`src/rtl/a429_rx_pkg.sv`:
```
package a429_rx_pkg;
  typedef enum logic [1:0] {
    IDX_DATA = 2'd0,
    IDX_CTRL = 2'd1,
    IDX_STAT = 2'd2,
    IDX_LBL  = 2'd3
  } reg_idx_e;

  typedef struct packed {
    logic sdi_b10;
    logic sdi_b9;
    logic sdi_en;
    logic par_even;
    logic par_en;
    logic lbl_en;
    logic rate;
  } ctrl_t;

  localparam int unsigned WORD_W = 32;
  localparam int unsigned LBL_W  = 8;
endpackage

```
`src/rtl/a429_label_mem.sv`:
```
module a429_label_mem #(
  parameter int unsigned N_LBL = 16,
  parameter int unsigned LW    = 8
) (
  input  logic          clk_i,
  input  logic          rst_ni,
  input  logic          wr_i,
  input  logic [LW-1:0] wdata_i,
  input  logic          rd_i,
  input  logic          clr_i,
  output logic [LW-1:0] rdata_o,
  input  logic [LW-1:0] lbl_i,
  output logic          hit_o
);
  localparam int unsigned PW = (N_LBL > 1) ? $clog2(N_LBL) : 1;

  logic [LW-1:0] tab_q [N_LBL];
  logic [N_LBL-1:0] vld_q;
  logic [N_LBL-1:0] hit_vec;
  logic [PW-1:0] wptr_q, rptr_q;

  function automatic logic [PW-1:0] nxt(input logic [PW-1:0] p);
    return (p == PW'(N_LBL - 1)) ? '0 : p + 1'b1;
  endfunction

  always_ff @(posedge clk_i or negedge rst_ni) begin
    if (!rst_ni) begin
      wptr_q <= '0;
      rptr_q <= '0;
      vld_q  <= '0;
    end else if (clr_i) begin
      wptr_q <= '0;
      rptr_q <= '0;
      vld_q  <= '0;
    end else begin
      if (wr_i) begin
        wptr_q         <= nxt(wptr_q);
        vld_q[wptr_q]  <= 1'b1;
      end
      if (rd_i) rptr_q <= nxt(rptr_q);
    end
  end

  always_ff @(posedge clk_i) begin
    if (wr_i && !clr_i) tab_q[wptr_q] <= wdata_i;
  end

  assign rdata_o = vld_q[rptr_q] ? tab_q[rptr_q] : '0;

  for (genvar g = 0; g < N_LBL; g++) begin : g_cmp
    assign hit_vec[g] = vld_q[g] && (tab_q[g] == lbl_i);
  end
  assign hit_o = |hit_vec;

  // table clear returns both pointers and empties the table
  p_ptr_clr_r7: assert property (@(posedge clk_i) disable iff (!rst_ni)
    clr_i |=> (wptr_q == '0) && (rptr_q == '0) && (vld_q == '0));
  // a write advances the write pointer by one entry
  p_wr_adv_r11: assert property (@(posedge clk_i) disable iff (!rst_ni)
    (wr_i && !clr_i) |=> wptr_q == nxt($past(wptr_q)));
endmodule

```
`src/rtl/a429_rx_filter.sv`:
```
module a429_rx_filter
  import a429_rx_pkg::*;
(
  input  logic [WORD_W-1:0] word_i,
  input  ctrl_t             ctrl_i,
  input  logic              lbl_hit_i,
  output logic              accept_o
);
  logic odd_ones, par_ok, sdi_ok, lbl_ok;

  assign odd_ones = ^word_i;
  assign par_ok   = !ctrl_i.par_en || (ctrl_i.par_even ? !odd_ones : odd_ones);
  assign sdi_ok   = !ctrl_i.sdi_en ||
                    ((word_i[8] == ctrl_i.sdi_b9) && (word_i[9] == ctrl_i.sdi_b10));
  assign lbl_ok   = !ctrl_i.lbl_en || lbl_hit_i;
  assign accept_o = par_ok && sdi_ok && lbl_ok;
endmodule

```
`src/rtl/a429_rx_fifo.sv`:
```
module a429_rx_fifo #(
  parameter int unsigned DEPTH = 32,
  parameter int unsigned LEVEL = 16,
  parameter int unsigned W     = 32
) (
  input  logic         clk_i,
  input  logic         rst_ni,
  input  logic         push_i,
  input  logic [W-1:0] wdata_i,
  input  logic         pop_i,
  output logic [W-1:0] head_o,
  output logic         empty_o,
  output logic         level_o,
  output logic         full_o
);
  localparam int unsigned AW = $clog2(DEPTH);
  localparam int unsigned CW = $clog2(DEPTH + 1);

  logic [W-1:0]  mem_q [DEPTH];
  logic [AW-1:0] wp_q, rp_q;
  logic [CW-1:0] fill_q;
  logic do_push, do_pop;

  assign empty_o = (fill_q == '0);
  assign full_o  = (fill_q == CW'(DEPTH));
  assign level_o = (fill_q >= CW'(LEVEL));
  assign do_pop  = pop_i && !empty_o;
  assign do_push = push_i && (!full_o || do_pop);
  assign head_o  = mem_q[rp_q];

  always_ff @(posedge clk_i or negedge rst_ni) begin
    if (!rst_ni) begin
      wp_q   <= '0;
      rp_q   <= '0;
      fill_q <= '0;
    end else begin
      if (do_push) wp_q <= (wp_q == AW'(DEPTH - 1)) ? '0 : wp_q + 1'b1;
      if (do_pop)  rp_q <= (rp_q == AW'(DEPTH - 1)) ? '0 : rp_q + 1'b1;
      case ({do_push, do_pop})
        2'b10:   fill_q <= fill_q + 1'b1;
        2'b01:   fill_q <= fill_q - 1'b1;
        default: fill_q <= fill_q;
      endcase
    end
  end

  always_ff @(posedge clk_i) begin
    if (do_push) mem_q[wp_q] <= wdata_i;
  end

  p_no_overflow_r9: assert property (@(posedge clk_i) disable iff (!rst_ni)
    fill_q <= CW'(DEPTH));
  p_full_drop_r9: assert property (@(posedge clk_i) disable iff (!rst_ni)
    (push_i && full_o && !pop_i) |=> $stable(fill_q) && $stable(wp_q));
  p_empty_pop_r10: assert property (@(posedge clk_i) disable iff (!rst_ni)
    (pop_i && empty_o && !push_i) |=> $stable(fill_q) && $stable(rp_q));
  p_flags_r8: assert property (@(posedge clk_i) disable iff (!rst_ni)
    !(empty_o && full_o));
endmodule

```
`src/rtl/a429_rx_chan.sv`:
```
module a429_rx_chan
  import a429_rx_pkg::*;
#(
  parameter int unsigned FIFO_DEPTH = 32,
  parameter int unsigned FIFO_LEVEL = 16,
  parameter int unsigned N_LABELS   = 16
) (
  input  logic              clk_i,
  input  logic              rst_ni,
  input  logic [WORD_W-1:0] word_i,
  input  logic              word_valid_i,
  input  logic [1:0]        reg_idx_i,
  input  logic              wr_i,
  input  logic [7:0]        wdata_i,
  input  logic              rd_i,
  output logic [WORD_W-1:0] rdata_o,
  output logic              rate_sel_o
);
  ctrl_t ctrl_q;
  logic [WORD_W-1:0] rdata_q, head;
  logic [LBL_W-1:0] lbl_rdata;
  logic lbl_hit, accept, push;
  logic f_empty, f_level, f_full;
  logic wr_ctrl, wr_lbl, rd_lbl, rd_data, tab_clr;

  assign wr_ctrl = wr_i && (reg_idx_i == IDX_CTRL);
  assign wr_lbl  = wr_i && (reg_idx_i == IDX_LBL);
  assign rd_lbl  = rd_i && (reg_idx_i == IDX_LBL);
  assign rd_data = rd_i && (reg_idx_i == IDX_DATA);
  assign tab_clr = wr_ctrl && wdata_i[7];

  always_ff @(posedge clk_i or negedge rst_ni) begin
    if (!rst_ni) ctrl_q <= '0;
    else if (wr_ctrl) ctrl_q <= ctrl_t'(wdata_i[6:0]);
  end
  assign rate_sel_o = ctrl_q.rate;

  a429_label_mem #(.N_LBL(N_LABELS), .LW(LBL_W)) u_lbl (
    .clk_i   (clk_i),
    .rst_ni  (rst_ni),
    .wr_i    (wr_lbl),
    .wdata_i (wdata_i),
    .rd_i    (rd_lbl),
    .clr_i   (tab_clr),
    .rdata_o (lbl_rdata),
    .lbl_i   (word_i[LBL_W-1:0]),
    .hit_o   (lbl_hit)
  );

  a429_rx_filter u_flt (
    .word_i    (word_i),
    .ctrl_i    (ctrl_q),
    .lbl_hit_i (lbl_hit),
    .accept_o  (accept)
  );

  assign push = word_valid_i && accept;

  a429_rx_fifo #(.DEPTH(FIFO_DEPTH), .LEVEL(FIFO_LEVEL), .W(WORD_W)) u_fifo (
    .clk_i   (clk_i),
    .rst_ni  (rst_ni),
    .push_i  (push),
    .wdata_i (word_i),
    .pop_i   (rd_data),
    .head_o  (head),
    .empty_o (f_empty),
    .level_o (f_level),
    .full_o  (f_full)
  );

  always_ff @(posedge clk_i or negedge rst_ni) begin
    if (!rst_ni) rdata_q <= '0;
    else if (rd_i) begin
      unique case (reg_idx_e'(reg_idx_i))
        IDX_DATA: rdata_q <= f_empty ? '0 : head;
        IDX_CTRL: rdata_q <= WORD_W'(ctrl_q);
        IDX_STAT: rdata_q <= WORD_W'({f_full, f_level, f_empty});
        IDX_LBL:  rdata_q <= WORD_W'(lbl_rdata);
        default:  rdata_q <= '0;
      endcase
    end
  end
  assign rdata_o = rdata_q;

  // a word failing the enabled parity check never reaches the FIFO
  p_par_drop_r5: assert property (@(posedge clk_i) disable iff (!rst_ni)
    (word_valid_i && ctrl_q.par_en && (ctrl_q.par_even == (^word_i)) && !rd_data && f_empty)
      |=> f_empty);
  // identifier mismatch with the check enabled never reaches the FIFO
  p_sdi_drop_r6: assert property (@(posedge clk_i) disable iff (!rst_ni)
    (word_valid_i && ctrl_q.sdi_en && (word_i[9:8] != {ctrl_q.sdi_b10, ctrl_q.sdi_b9})
      && !rd_data && f_empty) |=> f_empty);
  // read data only changes on a read
  p_rdata_hold_r12: assert property (@(posedge clk_i) disable iff (!rst_ni)
    !rd_i |=> $stable(rdata_q));
  // rate output follows control write
  p_rate_r2: assert property (@(posedge clk_i) disable iff (!rst_ni)
    wr_ctrl |=> rate_sel_o == $past(wdata_i[0]));
endmodule

```
`config.mk`:
```
export PLATFORM = sky130hd
export DESIGN_NAME = a429_rx_chan
export DESIGN_NICKNAME = d
export VERILOG_FILES = /design/src/rtl/a429_rx_pkg.sv /design/src/rtl/a429_label_mem.sv /design/src/rtl/a429_rx_filter.sv /design/src/rtl/a429_rx_fifo.sv /design/src/rtl/a429_rx_chan.sv
export SDC_FILE = /design/constraint.sdc
export NUM_CORES = 2
export LEC_CHECK = 0
export BUFFER_PORTS_ARGS = -buffer_cell sky130_fd_sc_hd__buf_2
export CORE_AREA = 3 3 280 282
export CTS_CLUSTER_DIAMETER = 150
export DETAILED_ROUTE_END_ITERATION = 8
export DIE_AREA = 0 0 283 285
export GPL_TIMING_DRIVEN = 0
export PLACE_DENSITY_LB_ADDON = 0.05
export RECOVER_POWER = 25
export SYNTH_ARGS = -nofsm -noshare
export SYNTH_HDL_FRONTEND = slang
export SYNTH_SLANG_ARGS = --single-unit
```
`constraint.sdc`:
```
create_clock -name clk_i -period 13.3 [get_ports clk_i]
set_clock_uncertainty 0.1 [all_clocks]
set_input_delay 0 -clock clk_i [delete_from_list [all_inputs] [get_ports clk_i]]
set_output_delay 0 -clock clk_i [all_outputs]
set_load 0.01 [all_outputs]
```
==> results.md <==
* Status: finished with violations
* Failing checks: capacitance limit
* NetSw at between 2000 and 3000 uW
* Maximum vdd drop at 0.000158 V
* Layout cells sized above 1 at 0.277
* Via count at 25.2k
* Post-detail-place hpwl at between 70000 and 80000 um
* Hold path endpoint: u_fifo.mem_q[2][0]$_DFFE_PP_
* Post-DR vias/cell at 6.76
* Switching part of the total at 0.271
* Clock power share at 0.331
* Core box area at 75900 sq um
* Sequential share of power at 0.442
* Top cells by count, synth: edfxtp_1, mux4_2, xor2_1
* Routed wire length per instance at approximately 33 um
* Gr ovfl total at 0
* Top cell type by total area after synthesis: edfxtp_1
* Max-slew headroom at 0.00694
* Final net count at 2663
* Worst-Margin Slew at 1.49 ns
* Period minus WS final at 5.75 ns
* Synth Area in XOR/XNOR at 0.0305
* Area share of fa/ha/maj cells after synthesis at 0.00445
* I/O Pins at 80
* CP endpoint kind: register
* Final Hold Fails at 0
* Post-synth EDFFs at approximately 1.2k
* Die width at 283 um
* Worst path cell trace: dlygate4sd3_1 -> clkbuf_1 -> buf_2 -> buf_6 -> xor2_1 -> nor4_1 -> nand3_1 -> o41ai_2 -> nor4_4 -> a2111oi_4 -> buf_2 -> nand2_1 -> nor3_2 -> buf_8 -> buf_4 -> buf_6
* Height of the chip at approximately 290 um
* WP data required at 13.58 ns
* WP buf/inv at 8
* Initial core utilization at 0.651
* Reg-to-Reg End: u_fifo.mem_q[15][24]$_DFFE_PP_
* Largest net degree at the start of global routing at 53
* Area share of the largest cell type after synthesis at 0.699
* Worst setup path class: primary input to register
* Worst Hold Class: primary input to register
* GPL Wtd Cong at approximately 0.92
* Htree depth at 3
* Hold path cells at 2
* RSZ-0062 raised after global routing: false
* Ys Warns at 0
* Buffers on Ports at 78
* P&R area growth vs syn at 14.3%
* Cts bufs inserted at 118
* Fin cells at 3732
* Initial antenna violation count at 0
* First-pass GRT wire length at 181000 um
* WL final at 124000 um
* RR Startpoint: ctrl_q[3]$_DFFE_PN0P_
* CP startpoint kind: primary input
* Main combinational cell family by area after synthesis: multiplexers
* Ys flop type: edfxtp_1
* Count leader, synth: edfxtp_1
* Ys async rst share at 0.0642
* 1st-iter DRT viols at 3087
* Mean Syn Cell Area at around 22 sq um
* Simple-gate share of the synthesized area at 0.0240
* Netlist cell types at 58
* Worst path arrival time at between 6 and 7 ns
* Pre-antenna DRT Iters at 5
* Clk_lat worst skew at 0.69 ns
* Slowest cell on crit path: clkbuf_1
* Cell Area, Synth at a little under 50000 sq um
* Post-route ant nets at 0
* Max Cap Viol at 1
* CTS sink cnt at 1231
* Clock root cell: clkbuf_16
* Max Slew Vio Count at 0
* GR Util All Layers at 0.314
* Mux contribution to synthesized area at 0.176
* PD cells at 178 nW/um^2
* Synthesized Nets at 2358
* Fin crit share at 0.432
* Hold_buf cts at a little over 50
* Number of synthesized register bits at 1231
* Worst r2r path cells at 13
* Final setup fails at 0
* CTS tree: built
* Synth Instances at 2294
* Placed cells at 3458
* Rows at ~100
* Hold Startpoint: word_i[0]
* Worst path top cell family by delay: buffers and inverters
* Post-CTS setup repair buffer count at 0
* Vias in the first global route at roughly 26k
* Logic pwr share at 0.227
* Worst-path fanout max at 33
* Sequential fraction of the synthesis area at 0.739
* Die area at 80700 sq um
* Post-cts resize count at 0
* FF-to-FF setup slack at between 8 and 9 ns
* Clock Path Buffers at 3
* Synth top area cells: edfxtp_1, mux4_2, dfrtp_1
* Fin Setup TNS at 0 ns
* Fmax at around 170 MHz
* Static leakage at between 0.015 and 0.02 uW
* Internal power at around 7300 uW
* Worst path max stage delay at roughly 0.95 ns
* Synth Area in Compound Gates at 0.0110
* Number of remaining DRC errors at 0
* Clock-pin slew on the worst setup and hold paths at approximately 0.060 ns
## sequential cells by signal (all words and copies together) (netlist names), 5 cells and up
register,count
rdata_o,32
u_fifo.mem_q,1024
u_lbl.vld_q,16
u_fifo.rp_q,5
ctrl_q,6
u_fifo.wp_q,5
u_lbl.tab_q,128
u_fifo.fill_q,6
## placed cells by master, fill, tap and decap left out, types with 24 or more instances in the layout
cell type	instances
nand2_1	34
dfrtp_1	79
clkbuf_1	134
xnor2_1	47
o22ai_1	24
clkbuf_16	121
nor2_1	55
buf_6	27
inv_1	36
dlygate4sd3_1	50
xor2_1	117
edfxtp_1	1152
mux4_2	365
buf_2	82
mux2i_1	28
## metal layers
metal | global-route usage | part of all wire | vias to the layer above
met4 | 0.102 | 0.034 | 0
li1 | - | - | 10122
met1 | 0.450 | 0.38 | 13457
met3 | 0.0516 | 0.084 | 232
met2 | 0.509 | 0.50 | 1434
met5 | 0 | 0 | -
## kinds of logic (layout without fill, tap and decap cells)
| group | Yosys count | after routing |
|---|---|---|
| other | 0 | 1 |
| AO/OA/AOI/OAI | 79 | 79 |
| flip-flops | 1231 | 1231 |
| adder cells (fa/ha/maj) | 17 | 17 |
| XOR/XNOR | 168 | 168 |
| multiplexers | 411 | 411 |
| buffers and inverters | 163 | 570 |
| AND/OR/NAND/NOR | 225 | 225 |
## worst max path at each step
stage	slack (ns)	to	startpoint	depth (start not counted)
after floorplan	8.37	u_fifo.mem_q[15][0]$_DFFE_PP_	u_fifo.fill_q[0]$_DFFE_PN0P_	9
after global placement	4.09	u_fifo.mem_q[12][17]$_DFFE_PP_	word_i[4]	12
after detailed placement	8.04	u_fifo.mem_q[14][21]$_DFFE_PP_	word_i[4]	15
after CTS	8.19	u_fifo.mem_q[14][28]$_DFFE_PP_	word_i[4]	16
after global routing	7.33	u_fifo.mem_q[15][24]$_DFFE_PP_	word_i[4]	16
final	7.55	u_fifo.mem_q[15][24]$_DFFE_PP_	word_i[4]	16
## area by class of cell
type                            count  area, sq um
Sequential cell                  1231        36600
Buffer                            127          587
Fill cell                        4210        19400
Timing Repair Buffer              185         1770
Antenna cell                        1         2.50
Tap cell                         1030         1290
Clock buffer                      170         3330
Multi-Input combinational cell    900        12300
Clock inverter                     52          533
Inverter                           36          135
## power groups by stage
stage                     registers, uW  logic, uW  clock network, uW
final                              4440       2280               3320
after floorplan                    4500       1500                  0
after global routing               4450       2390               3510
after CTS                          4430       2300               3340
after detailed placement           4510       2270                  0
after global placement             4510       2190                  0
## stage by stage
stage / power (uW) / worst slack (ns) / cell area (sq um) / utilization / hold slack (ns)
2_1_floorplan: 6000 / 8.37 / 49500 / - / -0.396
3_3_place_gp: 6700 / 4.09 / 51100 / 0.673 / 0.328
3_5_place_dp: 6780 / 8.04 / 52200 / 0.687 / -0.0598
4_1_cts: 10100 / 8.19 / 56500 / 0.745 / 0.170
5_1_grt: 10300 / 7.33 / 56500 / 0.744 / 0.329
6_report: 10000 / 7.55 / 56500 / 0.744 / 0.297
Note: power is estimated with default switching activity, not from simulation.
